===== src/rtl/rtc_flag_pkg.sv =====
package rtc_flag_pkg;

  localparam int NFLAG = 3;

  // index into the flag vector, which sits on status bits 3..1
  localparam int FL_WDOG  = 0;
  localparam int FL_KICK  = 1;
  localparam int FL_ALARM = 2;

  // which flags software may set by writing 1
  localparam logic [NFLAG-1:0] SW_SET_MASK = 3'b010;

  // status bit positions
  localparam int B_BATT_M = 7;
  localparam int B_BATT_A = 6;
  localparam int B_RSEL   = 5;
  localparam int B_PAB    = 4;
  localparam int B_FLAG_L = 1;
  localparam int B_IRQ    = 0;

  function automatic logic irq_combine(input logic [NFLAG-1:0] flg,
                                       input logic [NFLAG-1:0] ena);
    return |(flg & ena);
  endfunction

  function automatic logic pab_force(input logic alarm_f, input logic tpe,
                                     input logic kick_f);
    return (alarm_f & tpe) | kick_f;
  endfunction

  function automatic logic pwr_pull_low(input logic pab, input logic rsel,
                                        input logic fail);
    return ~pab & (rsel | ~fail);
  endfunction

  function automatic logic [7:0] pack_status(input logic bm, input logic ba,
                                             input logic rsel, input logic pab,
                                             input logic [NFLAG-1:0] flg,
                                             input logic irq);
    logic [7:0] s;
    s = '0;
    s[B_BATT_M] = bm;
    s[B_BATT_A] = ba;
    s[B_RSEL]   = rsel;
    s[B_PAB]    = pab;
    s[B_FLAG_L +: NFLAG] = flg;
    s[B_IRQ]    = irq;
    return s;
  endfunction

endpackage


===== src/rtl/rtc_read_qual.sv =====
module rtc_read_qual #(
  parameter int QUAL_CYC = 2
) (
  input  logic clk,
  input  logic rst_n,
  input  logic read_sel,
  output logic armed,
  output logic commit
);
  localparam int CW = $clog2(QUAL_CYC + 1);
  localparam logic [CW-1:0] LIMIT = CW'(QUAL_CYC);

  logic [CW-1:0] hold_cnt;

  always_ff @(posedge clk or negedge rst_n) begin
    if (!rst_n)
      hold_cnt <= '0;
    else if (!read_sel)
      hold_cnt <= '0;
    else if (hold_cnt != LIMIT)
      hold_cnt <= hold_cnt + 1'b1;
  end

  assign armed  = (hold_cnt == LIMIT);
  assign commit = armed & ~read_sel;

  // commit only fires in the first idle cycle after a held read
  AST_COMMIT_AFTER_READ: assert property (@(posedge clk) disable iff (!rst_n)
    commit |-> $past(read_sel));
  AST_NO_IDLE_COMMIT: assert property (@(posedge clk) disable iff (!rst_n)
    (!read_sel && $past(!read_sel)) |-> !commit);

endmodule


===== src/rtl/rtc_flag_cell.sv =====
module rtc_flag_cell #(
  parameter bit SW_SET = 1'b0
) (
  input  logic clk,
  input  logic rst_n,
  input  logic evt,
  input  logic rd_clr,
  input  logic wr_en,
  input  logic wr_bit,
  output logic q
);
  logic clr_req, set_req;

  assign clr_req = rd_clr | (wr_en & ~wr_bit);
  assign set_req = evt | (SW_SET & wr_en & wr_bit);

  always_ff @(posedge clk or negedge rst_n) begin
    if (!rst_n) q <= 1'b0;
    else        q <= set_req | (q & ~clr_req);
  end

  AST_EVT_WINS: assert property (@(posedge clk) disable iff (!rst_n)
    evt |=> q);
  AST_READ_CLEARS: assert property (@(posedge clk) disable iff (!rst_n)
    (rd_clr && !evt && !wr_en) |=> !q);

endmodule


===== src/rtl/rtc_flag_reg.sv =====
module rtc_flag_reg
  import rtc_flag_pkg::*;
#(
  parameter int ADDR_W    = 4,
  parameter int FLAG_ADDR = 14,
  parameter int QUAL_CYC  = 2
) (
  input  logic              clk,
  input  logic              rst_n,
  input  logic              bus_ce_n,
  input  logic              bus_oe_n,
  input  logic              bus_we_n,
  input  logic [ADDR_W-1:0] bus_addr,
  input  logic [7:0]        bus_wdata,
  output logic [7:0]        bus_rdata,
  input  logic              alarm_hit,
  input  logic              kick_hit,
  input  logic              wdog_hit,
  input  logic              alarm_ie,
  input  logic              kick_ie,
  input  logic              wdog_ie,
  input  logic              alarm_pwr_en,
  input  logic              pwr_fail,
  input  logic              batt_main,
  input  logic              batt_aux,
  output logic              irq_n,
  output logic              pwr_drive
);
  localparam logic [ADDR_W-1:0] MY_ADDR = ADDR_W'(FLAG_ADDR);

  logic addr_hit, read_sel, write_sel;
  logic armed, rd_commit;
  logic [NFLAG-1:0] evt_vec, ena_vec, flags;
  logic rsel_q, pab_q, irq_bit, force_pab;

  assign addr_hit  = (bus_addr == MY_ADDR) & ~bus_ce_n;
  assign read_sel  = addr_hit & ~bus_oe_n & bus_we_n;
  assign write_sel = addr_hit & ~bus_we_n;

  assign evt_vec = {alarm_hit, kick_hit, wdog_hit};
  assign ena_vec = {alarm_ie, kick_ie, wdog_ie};

  rtc_read_qual #(.QUAL_CYC(QUAL_CYC)) u_qual (
    .clk      (clk),
    .rst_n    (rst_n),
    .read_sel (read_sel),
    .armed    (armed),
    .commit   (rd_commit)
  );

  for (genvar i = 0; i < NFLAG; i++) begin : g_flag
    rtc_flag_cell #(.SW_SET(SW_SET_MASK[i])) u_cell (
      .clk    (clk),
      .rst_n  (rst_n),
      .evt    (evt_vec[i]),
      .rd_clr (rd_commit),
      .wr_en  (write_sel),
      .wr_bit (bus_wdata[B_FLAG_L + i]),
      .q      (flags[i])
    );
  end

  assign force_pab = pab_force(flags[FL_ALARM], alarm_pwr_en, flags[FL_KICK]);

  always_ff @(posedge clk or negedge rst_n) begin
    if (!rst_n) begin
      rsel_q <= 1'b0;
      pab_q  <= 1'b1;
    end else begin
      if (write_sel) rsel_q <= bus_wdata[B_RSEL];
      if (force_pab)      pab_q <= 1'b0;
      else if (write_sel) pab_q <= bus_wdata[B_PAB];
    end
  end

  assign irq_bit   = irq_combine(flags, ena_vec);
  assign irq_n     = ~irq_bit;
  assign pwr_drive = pwr_pull_low(pab_q, rsel_q, pwr_fail);
  assign bus_rdata = read_sel ? pack_status(batt_main, batt_aux, rsel_q, pab_q,
                                            flags, irq_bit) : 8'h00;

  AST_IRQ_QUIET: assert property (@(posedge clk) disable iff (!rst_n)
    (flags == '0) |-> irq_n);
  AST_KICK_DROPS_PAB: assert property (@(posedge clk) disable iff (!rst_n)
    kick_hit |-> ##2 !pab_q);
  AST_BATT_VISIBLE: assert property (@(posedge clk) disable iff (!rst_n)
    read_sel |-> (bus_rdata[7:6] == {batt_main, batt_aux}));
  AST_IDLE_RDATA: assert property (@(posedge clk) disable iff (!rst_n)
    !read_sel |-> (bus_rdata == 8'h00));
  AST_ARMED_HOLDS: assert property (@(posedge clk) disable iff (!rst_n)
    (armed && read_sel) |=> armed || !read_sel);

endmodule


===== config.mk =====
export PLATFORM = sky130hd
export DESIGN_NAME = rtc_flag_reg
export DESIGN_NICKNAME = d
export VERILOG_FILES = /design/src/rtl/rtc_flag_pkg.sv /design/src/rtl/rtc_read_qual.sv /design/src/rtl/rtc_flag_cell.sv /design/src/rtl/rtc_flag_reg.sv
export SDC_FILE = /design/constraint.sdc
export NUM_CORES = 1
export LEC_CHECK = 0
export BUFFER_PORTS_ARGS = -buffer_cell sky130_fd_sc_hd__buf_2
export CAP_MARGIN = 20
export CORE_AREA = 2 2 39 41
export DETAILED_ROUTE_END_ITERATION = 8
export DIE_AREA = 0 0 41 43
export PLACE_DENSITY = 0.77
export SYNTH_ARGS = -nofsm -noshare
export SYNTH_HDL_FRONTEND = slang
export SYNTH_SLANG_ARGS = --single-unit

===== constraint.sdc =====
create_clock -name clk -period 2 [get_ports clk]
set_clock_uncertainty 0.1 [all_clocks]
set_input_delay 0.1 -clock clk [delete_from_list [all_inputs] [get_ports clk]]
set_output_delay 0.1 -clock clk [all_outputs]
set_load 0.05 [all_outputs]

# Word level (Yosys, flattened, before mapping)
# Index checks and enable logic that the tools add are counted.
[totals]
regBits = 7
latchBits = 0
ramBits = 0
mem_bits_ro = 0
in_bits = 27
output_inout_bits = 10
word_cells = 55
mem_count = 0
[classes]
n_addsub = 1
mul = 0
div = 0
n_lt_le_gt_ge = 0
eq_ne = 4
n_shift = 0
mux = 5
bitwise_logic = 37
reduce_logical = 2
[op_table]
columns = ["cell", "count"]
rows = [
  ["bitwise AND 1 bit", 14],
  ["inverter 1 bit", 13],
  ["bitwise OR 1 bit", 9],
  ["two-way mux 8 bit", 1],
  ["== test 4 bit (second input constant)", 1],
  ["two-way mux 2 bit", 2],
  ["bitwise AND 3 bit", 1],
  ["OR reduction 3 bit", 1],
  ["adder 2 x 1 -> 2 bit (second input constant)", 1],
  ["== test 2 bit (second input constant)", 1],
  ["two-way mux 1 bit", 2],
  ["!= test 2 x 1 -> 1 bit (second input constant)", 1],
  ["!= test 2 bit (second input constant)", 1],
  ["nonzero test 2 bit", 1],
]

# Longest topological paths before layout
# Gate-level depths: netlist (run 1).
[depth]
depth_word = 10
mapped_depth = 5
ltp_nobuf = 5

# Hierarchy
# From an unflattened synthesis (run 1), not the netlist that was laid out.
[hier_totals]
cells_unflattened = 43
area_unflattened_um2 = 459.2
[by_module_without_submodules]
columns = ["mod", "n_inst", "cells_per_inst", "area_each_um2", "seq_area_each_um2"]
rows = [
  ["rtc_flag_reg", 1, 21, 211.5, 51.3],
  ["rtc_read_qual", 1, 11, 121.4, 50.0],
  ["rtc_flag_cell at g_flag[0].u_cell ...", 2, 4, 43.8, 25.0],
  ["rtc_flag_cell at g_flag[1].u_cell", 1, 3, 38.8, 25.0],
]

# Worst setup path before layout (run 1)
# OpenSTA, ideal clock, no wires.
[synth_timing]
kind = "reg-to-output"
startpoint = "register g_flag[0].u_cell.q"
endpoint = "output bus_rdata[0]"
t_arrival_ns = 2.380
required_ns = 1.800
path_slack_ns = -0.580
stages_incl_launch_ff = 3
path_buffers = 0
cell_sequence = "dfrtp_1 -> a222oi_1 -> nor2_1"
[synth_via]
elab_chain_cells = 3
[synth_lines]
columns = ["item", "line_no", "rtl"]
rows = [
  ["from (decl)", "rtc_flag_cell.sv:10", "output logic q"],
  ["from (signal assigned)", "rtc_flag_cell.sv:19", "else q <= set_req | (q & ~clr_req);"],
  ["bitwise AND 3 bit", "rtc_flag_pkg.sv:23", "return |(flg & ena);"],
  ["OR reduction 3 bit", "rtc_flag_pkg.sv:23", ""],
  ["two-way mux 8 bit", "rtc_flag_reg.sv:79", "assign bus_rdata = read_sel ? pack_status(batt_main, batt_aux, rsel_q, pab_q,"],
  ["to (decl)", "rtc_flag_reg.sv:15", "output logic [7:0] bus_rdata,"],
]
# Every way passes these cells.

# Worst setup path after layout (run 1)
[layout_timing]
startpoint = "register g_flag[0].u_cell.q"
endpoint = "output irq_n"
[layout_via]
elab_chain_cells = 3
[layout_lines]
columns = ["item", "line_no", "rtl"]
rows = [
  ["bitwise AND 3 bit", "rtc_flag_pkg.sv:23", ""],
  ["OR reduction 3 bit", "rtc_flag_pkg.sv:23", ""],
  ["inverter 1 bit", "rtc_flag_reg.sv:77", "assign irq_n = ~irq_bit;"],
  ["to (decl)", "rtc_flag_reg.sv:26", "output logic irq_n,"],
]
# Every way passes these cells.

==> results of run 1 <==
-- layer usage --
layer  part of all wire [%]  vias up  track usage [%]
met3                    6.6        2            7.853
li1                       -      281                -
met1                     43      257            16.83
met2                     50       15            24.69
met5                      0        -                0
met4                   0.41        0            4.000
-- cells in the mapped netlist --
cell type | instances | share of area [%]
nor2_1 | 7 | 5.5
dfrtp_1 | 6 | 32
inv_1 | 6 | 4.7
and3_1 | 5 | 6.6
a21oi_1 | 3 | 3.2
nor4_1 | 2 | 2.6
a211o_1 | 1 | 1.8
a222oi_1 | 1 | 2.1
a311o_1 | 1 | 2.1
a311oi_1 | 1 | 1.8
a31o_1 | 1 | 1.8
and3b_1 | 1 | 1.8
and4bb_2 | 1 | 2.6
dfstp_2 | 1 | 5.5
ha_1 | 1 | 2.6
mux2_1 | 1 | 2.4
nand2_1 | 1 | 0.79
nand2b_4 | 1 | 2.9
nand3b_4 | 1 | 4.2
nand4bb_1 | 1 | 2.4
o21a_1 | 1 | 1.6
o21ai_0 | 1 | 1.1
o22ai_1 | 1 | 1.3
o31a_2 | 1 | 2.1
or3_1 | 1 | 1.3
or4_1 | 1 | 1.6
xor2_1 | 1 | 1.8
-- final cells by class --
type | instances | area [um2]
sequential | 7 | 176.4
multi-input combinational | 37 | 284.0
inverter | 6 | 22.52
clock buffer | 4 | 26.28
timing repair buffer | 39 | 225.2
tap | 16 | 20.02
fill | 128 | 629.4
-- registers in the layout, summed over array words and instances (netlist names) --
signal	count
pab_q	1
g_flag.u_cell.q	3
rsel_q	1
u_qual.hold_cnt	2
-- kinds of logic (layout without fill, tap and decap cells) --
| kind of cell | count (synthesis) | in the layout | synth area share [%] |
|---|---|---|---|
| compound gates | 12 | 12 | 18.95 |
| flops | 7 | 7 | 37.11 |
| simple gates | 22 | 22 | 32.37 |
| mux | 1 | 1 | 2.368 |
| xor+xnor | 1 | 1 | 1.842 |
| buf+inv | 6 | 49 | 4.737 |
| fa+ha+maj | 1 | 1 | 2.631 |
-- path summary, 6_finish.rpt --
check / from / depth (start not counted) / end
setup / recovery: g_flag[0].u_cell.q$_DFF_PN0_ / 2 / irq_n
hold / removal: bus_wdata[3] / 3 / g_flag[2].u_cell.q$_DFF_PN0_
setup reg to reg: u_qual.hold_cnt[0]$_DFFE_PN0P_ / 4 / g_flag[1].u_cell.q$_DFF_PN0_
hold reg to reg: rsel_q$_DFFE_PN0N_ / 1 / rsel_q$_DFFE_PN0N_
max in group asynchronous: rst_n / 2 / pab_q$_DFFE_PN1P_
min in group asynchronous: rst_n / 2 / u_qual.hold_cnt[0]$_DFFE_PN0P_
-- worst max-delay path, stage by stage, from the launching register on --
cell	delay (ns)
dfrtp_1	0.39
a222oi_1	0.52
buf_2	0.36
-- metrics by stage --
| step | setup slack [ns] | instance area (um2) | std cells | setup TNS [ns] |
|---|---|---|---|---|
| 5_1_grt | 0.2221 | 754.5 | 109 | 0 |
| 3_5_place_dp | 0.5365 | 668.1 | 99 | 0 |
| 6_report | 0.2817 | 754.5 | 109 | 0 |
| 2_1_floorplan | -0.3246 | 483.0 | 50 | -0.4297 |
| 4_1_cts | 0.2684 | 754.5 | 109 | 0 |
| 3_3_place_gp | 0.5443 | 668.1 | 99 | 0 |
-- power groups by stage --
stage,Combinational [mW],Sequential [mW],Clock [mW]
6_report,0.0800,0.149,0.129
5_1_grt,0.0870,0.150,0.141
4_1_cts,0.0808,0.149,0.130
3_5_place_dp,0.0716,0.151,0
3_3_place_gp,0.0704,0.151,0
2_1_floorplan,0.0370,0.151,0
==> flow_summary_export.csv, run 1 <==
group,metric,value,unit
outcome,status,"completed",
drt,ant_nets,0,
power_and_ir_drop,vdd_drop_max,0.0003776,V
setup_path,start_kind,"register",
global_route,overflow,0,
global_route,first_global_vias,491,
floorplan,fp-row-count,14,
drt,vias,555,
power_and_ir_drop,p_sw,0.09634,mW
global_route,grt_max_degree,9,
cts,htreeDepth,1,
cts,clk_pin_slew,0.05,ns
yosys,synth_nets,78,
setup_path,required,1.80,ns
power_and_ir_drop,power.total,0.3576,mW
worst_hold_path,hp-class,"in -> reg",
layout,layout_common_cells,"buf_2, inv_1, nor2_1, dfrtp_1, dlygate4sd3_1",
floorplan,die_area,1763,um2
power_and_ir_drop,p_clk_share,36.0,%
timing,slew_headroom,66.67,%
power_and_ir_drop,power.leakage,0.4130,nW
power_and_ir_drop,p_comb_share,22.4,%
yosys,synth_area,475.5,um2
power_and_ir_drop,powerDensity,474.0,nW/um2
drt,wirelength,1229,um
power_and_ir_drop,intPower,0.2613,mW
cts,insertion_delay,0.26,ns
floorplan,ios,37,
cts,cts_tree,"yes",
layout,syn_to_final_growth,58.68,%
yosys,postSynthAreaPerCell,9.509,um2
timing,rsz0062_at_grt,"no",
setup_path,end_kind,"primary output",
cts,post-cts-setup-buffer-count,0,
floorplan,initial_core_util,34.36,%
yosys,synth_seq_cells,7,
timing,fin_crit_sh,85.92,%
cts,max-clock-path-buffers,2,
drt,drt_pass1_iterations,4,
yosys,ys_warn_count,0,
timing,max_freq,582.0,MHz
layout,layout_commonest_cell,"buf_2",
yosys,synth_cell_types,27,
floorplan,dieHeight,43,um
power_and_ir_drop,p_seq_share,41.6,%
power_and_ir_drop,switching_share,26.94,%
floorplan,die_w,41,um
cts,clock-root-buffer,"clkbuf_4",
layout,finalNetCount,122,
timing,whs,0.08355,ns
global_route,antenna_found_initial,0,
placed_design,dp_hpwl,968.4,um
job,maxCapViolCount,0,
yosys,synth-seq-area-share,37.11,%
drt,drcViolationCount,0,
global_route,grt_first_pass_wirelength,1794,um
layout,drive_gt1_share,45.16,%
cts,cts_resized,0,
yosys,synth_cells,50,
timing,finalHoldViolCount,0,
placed_design,port_buffers,33,
timing,fin_crit,1.718,ns
drt,drt-initial-drc-count,9,
layout,antenna_cells,0,
setup_path,rrSetupSlack,0.52,ns
setup_path,crit_type,"reg -> out",
global_route,grt_use_total,15.28,%
drt,viasPerCell,5.092,
cts,clock_sinks,7,
placed_design,gp_congestion,0.7121,
timing,slew_violations,0,
cts,cts_hold_buf,6,
drt,wl_per_cell,11.28,um
timing,worst_pin_slew,0.4999,ns
floorplan,core,1384,um2
layout,finish.utilization,54.52,%
timing,finalSetupViolCount,0,
cts,cts-buffers-inserted,3,
setup_path,worstPathArrival,1.52,ns
setup_path,crit_fanout,3,
(Power assumes the default switching activity.)
==> run 2: changes to the inputs <==
--- a/config.mk
+++ b/config.mk
@@ -9,5 +9,5 @@
 export CAP_MARGIN = 20
-export CORE_AREA = 2 2 39 41
+export CORE_AREA = 5 5 42 44
 export DETAILED_ROUTE_END_ITERATION = 8
-export DIE_AREA = 0 0 41 43
+export DIE_AREA = 0 0 47 49
 export PLACE_DENSITY = 0.77
==> constraint.sdc (replaced) <==
create_clock -name clk -period 2 [get_ports clk]
set_clock_uncertainty 0.1 [all_clocks]
set_input_delay 0 -clock clk [delete_from_list [all_inputs] [get_ports clk]]
set_output_delay 0 -clock clk [all_outputs]
set_load 0.05 [all_outputs]
==> run 2 against run 1 <==
Compared with the run above:
- clock power barely moved
- sequential cell count did not move
- maximum frequency fell by 6.5%
- critical path depth rose by 3
- setup slack got worse by 0.12 ns
- die area rose by 31%
- sequential share of layout area fell by 0.97 points
- via count rose by 1.1%
- final area rose by 4.3%
- register-to-register slack got worse by 0.36 ns
- power rose by 1.4%
- worst hold slack got worse by 0.055 ns
- critical path type is now reg -> reg
==> flow_summary_export.csv, run 2 (same netlist as run 1, synthesis figures left out) <==
group,metric,value,unit
setup_path,crit_slowest_cell,"dlygate4sd3_1",
layout,largest_register_ff_count,3,
layout,layout_commonest_cell,"buf_2",
timing,rsz0062_at_grt,"no",
drt,wirelength,1626,um
global_route,grt_max_degree,9,
setup_path,path_buf_inv,2,
placed_design,port_buffers,33,
power_and_ir_drop,power.leakage,0.4216,nW
placed_design,dp_hpwl,1198,um
timing,max_freq,544.1,MHz
cts,clock_sinks,7,
floorplan,initial_core_util,33.93,%
global_route,antenna_found_initial,0,
timing,finalHoldViolCount,0,
layout,layout_common_cells,"buf_2, dlygate4sd3_1, inv_1, nor2_1, dfrtp_1",
drt,drt_pass1_iterations,4,
layout,finalNetCount,125,
timing,finalSetupViolCount,0,
outcome,status,"completed",
timing,worst_pin_slew,0.5541,ns
global_route,first_global_vias,487,
setup_path,start_kind,"register",
placed_design,gp_congestion,0.7009,
global_route,overflow,0,
global_route,grt_first_pass_wirelength,2380,um
timing,slew_violations,0,
cts,insertion_delay,0.25,ns
cts,htreeDepth,1,
timing,fin_crit,1.838,ns
setup_path,required,2.03,ns
drt,drt-initial-drc-count,13,
layout,regMostFlops,"g_flag.u_cell.q",
floorplan,die_w,47,um
layout,fillers,139,
setup_path,max_stage_delay,0.55,ns
cts,clk_pin_slew,0.05,ns
floorplan,core,1401,um2
drt,wl_per_cell,14.52,um
cts,post-cts-setup-buffer-count,0,
setup_path,crit_type,"reg -> reg",
cts,cts_tree,"yes",
layout,final_area,787.0,um2
setup_path,worstPathArrival,1.86,ns
setup_path,worstPathCellList,"inv_1, ha_2, o21ai_0, a31o_1, dlygate4sd3_1",
timing,setup_slack,0.1622,ns
layout,syn_to_final_growth,65.53,%
floorplan,dieHeight,49,um
setup_path,crit_fanout,6,
floorplan,die_area,2303,um2
timing,fin_crit_sh,91.89,%
setup_path,crit_family,"buffers and inverters",
placed_design,place_ws,0.5049,ns
placed_design,place_area,668.1,um2
layout,antenna_cells,0,
job,maxCapViolCount,0,
global_route,grt_use_total,14.62,%
placed_design,placed_cells,99,
cts,max-clock-path-buffers,2,
drt,viasPerCell,5.009,
power_and_ir_drop,vdd_drop_max,0.0004856,V
drt,ant_nets,0,
worst_hold_path,hp-class,"in -> reg",
layout,reg_top3,"g_flag.u_cell.q: 3 flops, u_qual.hold_cnt: 2 flops",
floorplan,fp-row-count,14,
floorplan,ios,37,
layout,drive_gt1_share,44.79,%
layout,fin_cells,112,
power_and_ir_drop,powerDensity,460.7,nW/um2
cts,clock-root-buffer,"clkbuf_4",
timing,setup_tns,0,ns
cts,cts-buffers-inserted,3,
drt,vias,561,
timing,slew_headroom,63.06,%
setup_path,end_kind,"register",
drt,drcViolationCount,0,
run 2: changes by cell type in the layout (fill, tap and decap cells not counted):
| cell | delta |
|---|---|
| dlygate4sd3_1 | +3 |
| ha_2 | +1 |
| ha_1 | -1 |
run 2: tightest hold or removal path, stage by stage:
cell    delay [ns]
buf_2         0.09
inv_1         0.04
nor4_1        0.05
o21a_1        0.19
run 2: per-layer routing:
layer	vias up	track usage [%]	part of all wire, %
met2	20	23.98	57
met4	0	2.765	0
met1	260	18.47	36
met5	-	0	0
li1	281	-	-
met3	0	4.428	6.2
run 2: report_power, final:
group / total, mW / switching, mW / internal (mW)
combinational: 0.0869 / 0.0454 / 0.0415
sequential: 0.149 / 0.00237 / 0.147
clock: 0.127 / 0.0508 / 0.0760
run 2: through the flow:
stage               power [mW]  utilization, %  hold slack (ns)
finish                  0.3626           56.16          0.02874
global route            0.3893           56.16          0.03209
CTS                     0.3673           55.98          0.01075
detailed placement      0.2247           47.68          -0.2649
global placement        0.2221           47.68          -0.2672
floorplan               0.1876               -          -0.3956
run 2: final timing paths:
path / cells past startpoint / slack, ns / start / endpoint
worst max-delay path: 5 / 0.16 / u_qual.hold_cnt[0]$_DFFE_PN0P_ / g_flag[2].u_cell.q$_DFF_PN0_
worst min-delay path: 4 / 0.03 / bus_wdata[4] / pab_q$_DFFE_PN1P_
worst max register to register: 5 / 0.16 / u_qual.hold_cnt[0]$_DFFE_PN0P_ / g_flag[2].u_cell.q$_DFF_PN0_
worst min register to register: 1 / 0.39 / rsel_q$_DFFE_PN0N_ / rsel_q$_DFFE_PN0N_
max in group asynchronous: 4 / 0.51 / rst_n / g_flag[0].u_cell.q$_DFF_PN0_
min in group asynchronous: 3 / 0.54 / rst_n / g_flag[2].u_cell.q$_DFF_PN0_
run 2: cell type report:
class	count	area, um2	share of cell area [%]
Sequential cell	7	176.4	22.42
Tap cell	16	20.02	2.544
Multi-Input combinational cell	37	286.5	36.41
Clock buffer	4	26.28	3.339
Timing Repair Buffer	42	255.2	32.43
Inverter	6	22.52	2.862
run 2: what timing repair did:
action | CTS | global route
hold buffers | 9 | 0
gates resized for setup | 0 | 1
endpoints found under the hold margin | 12 | 0
setup endpoints to repair | 0 | 1
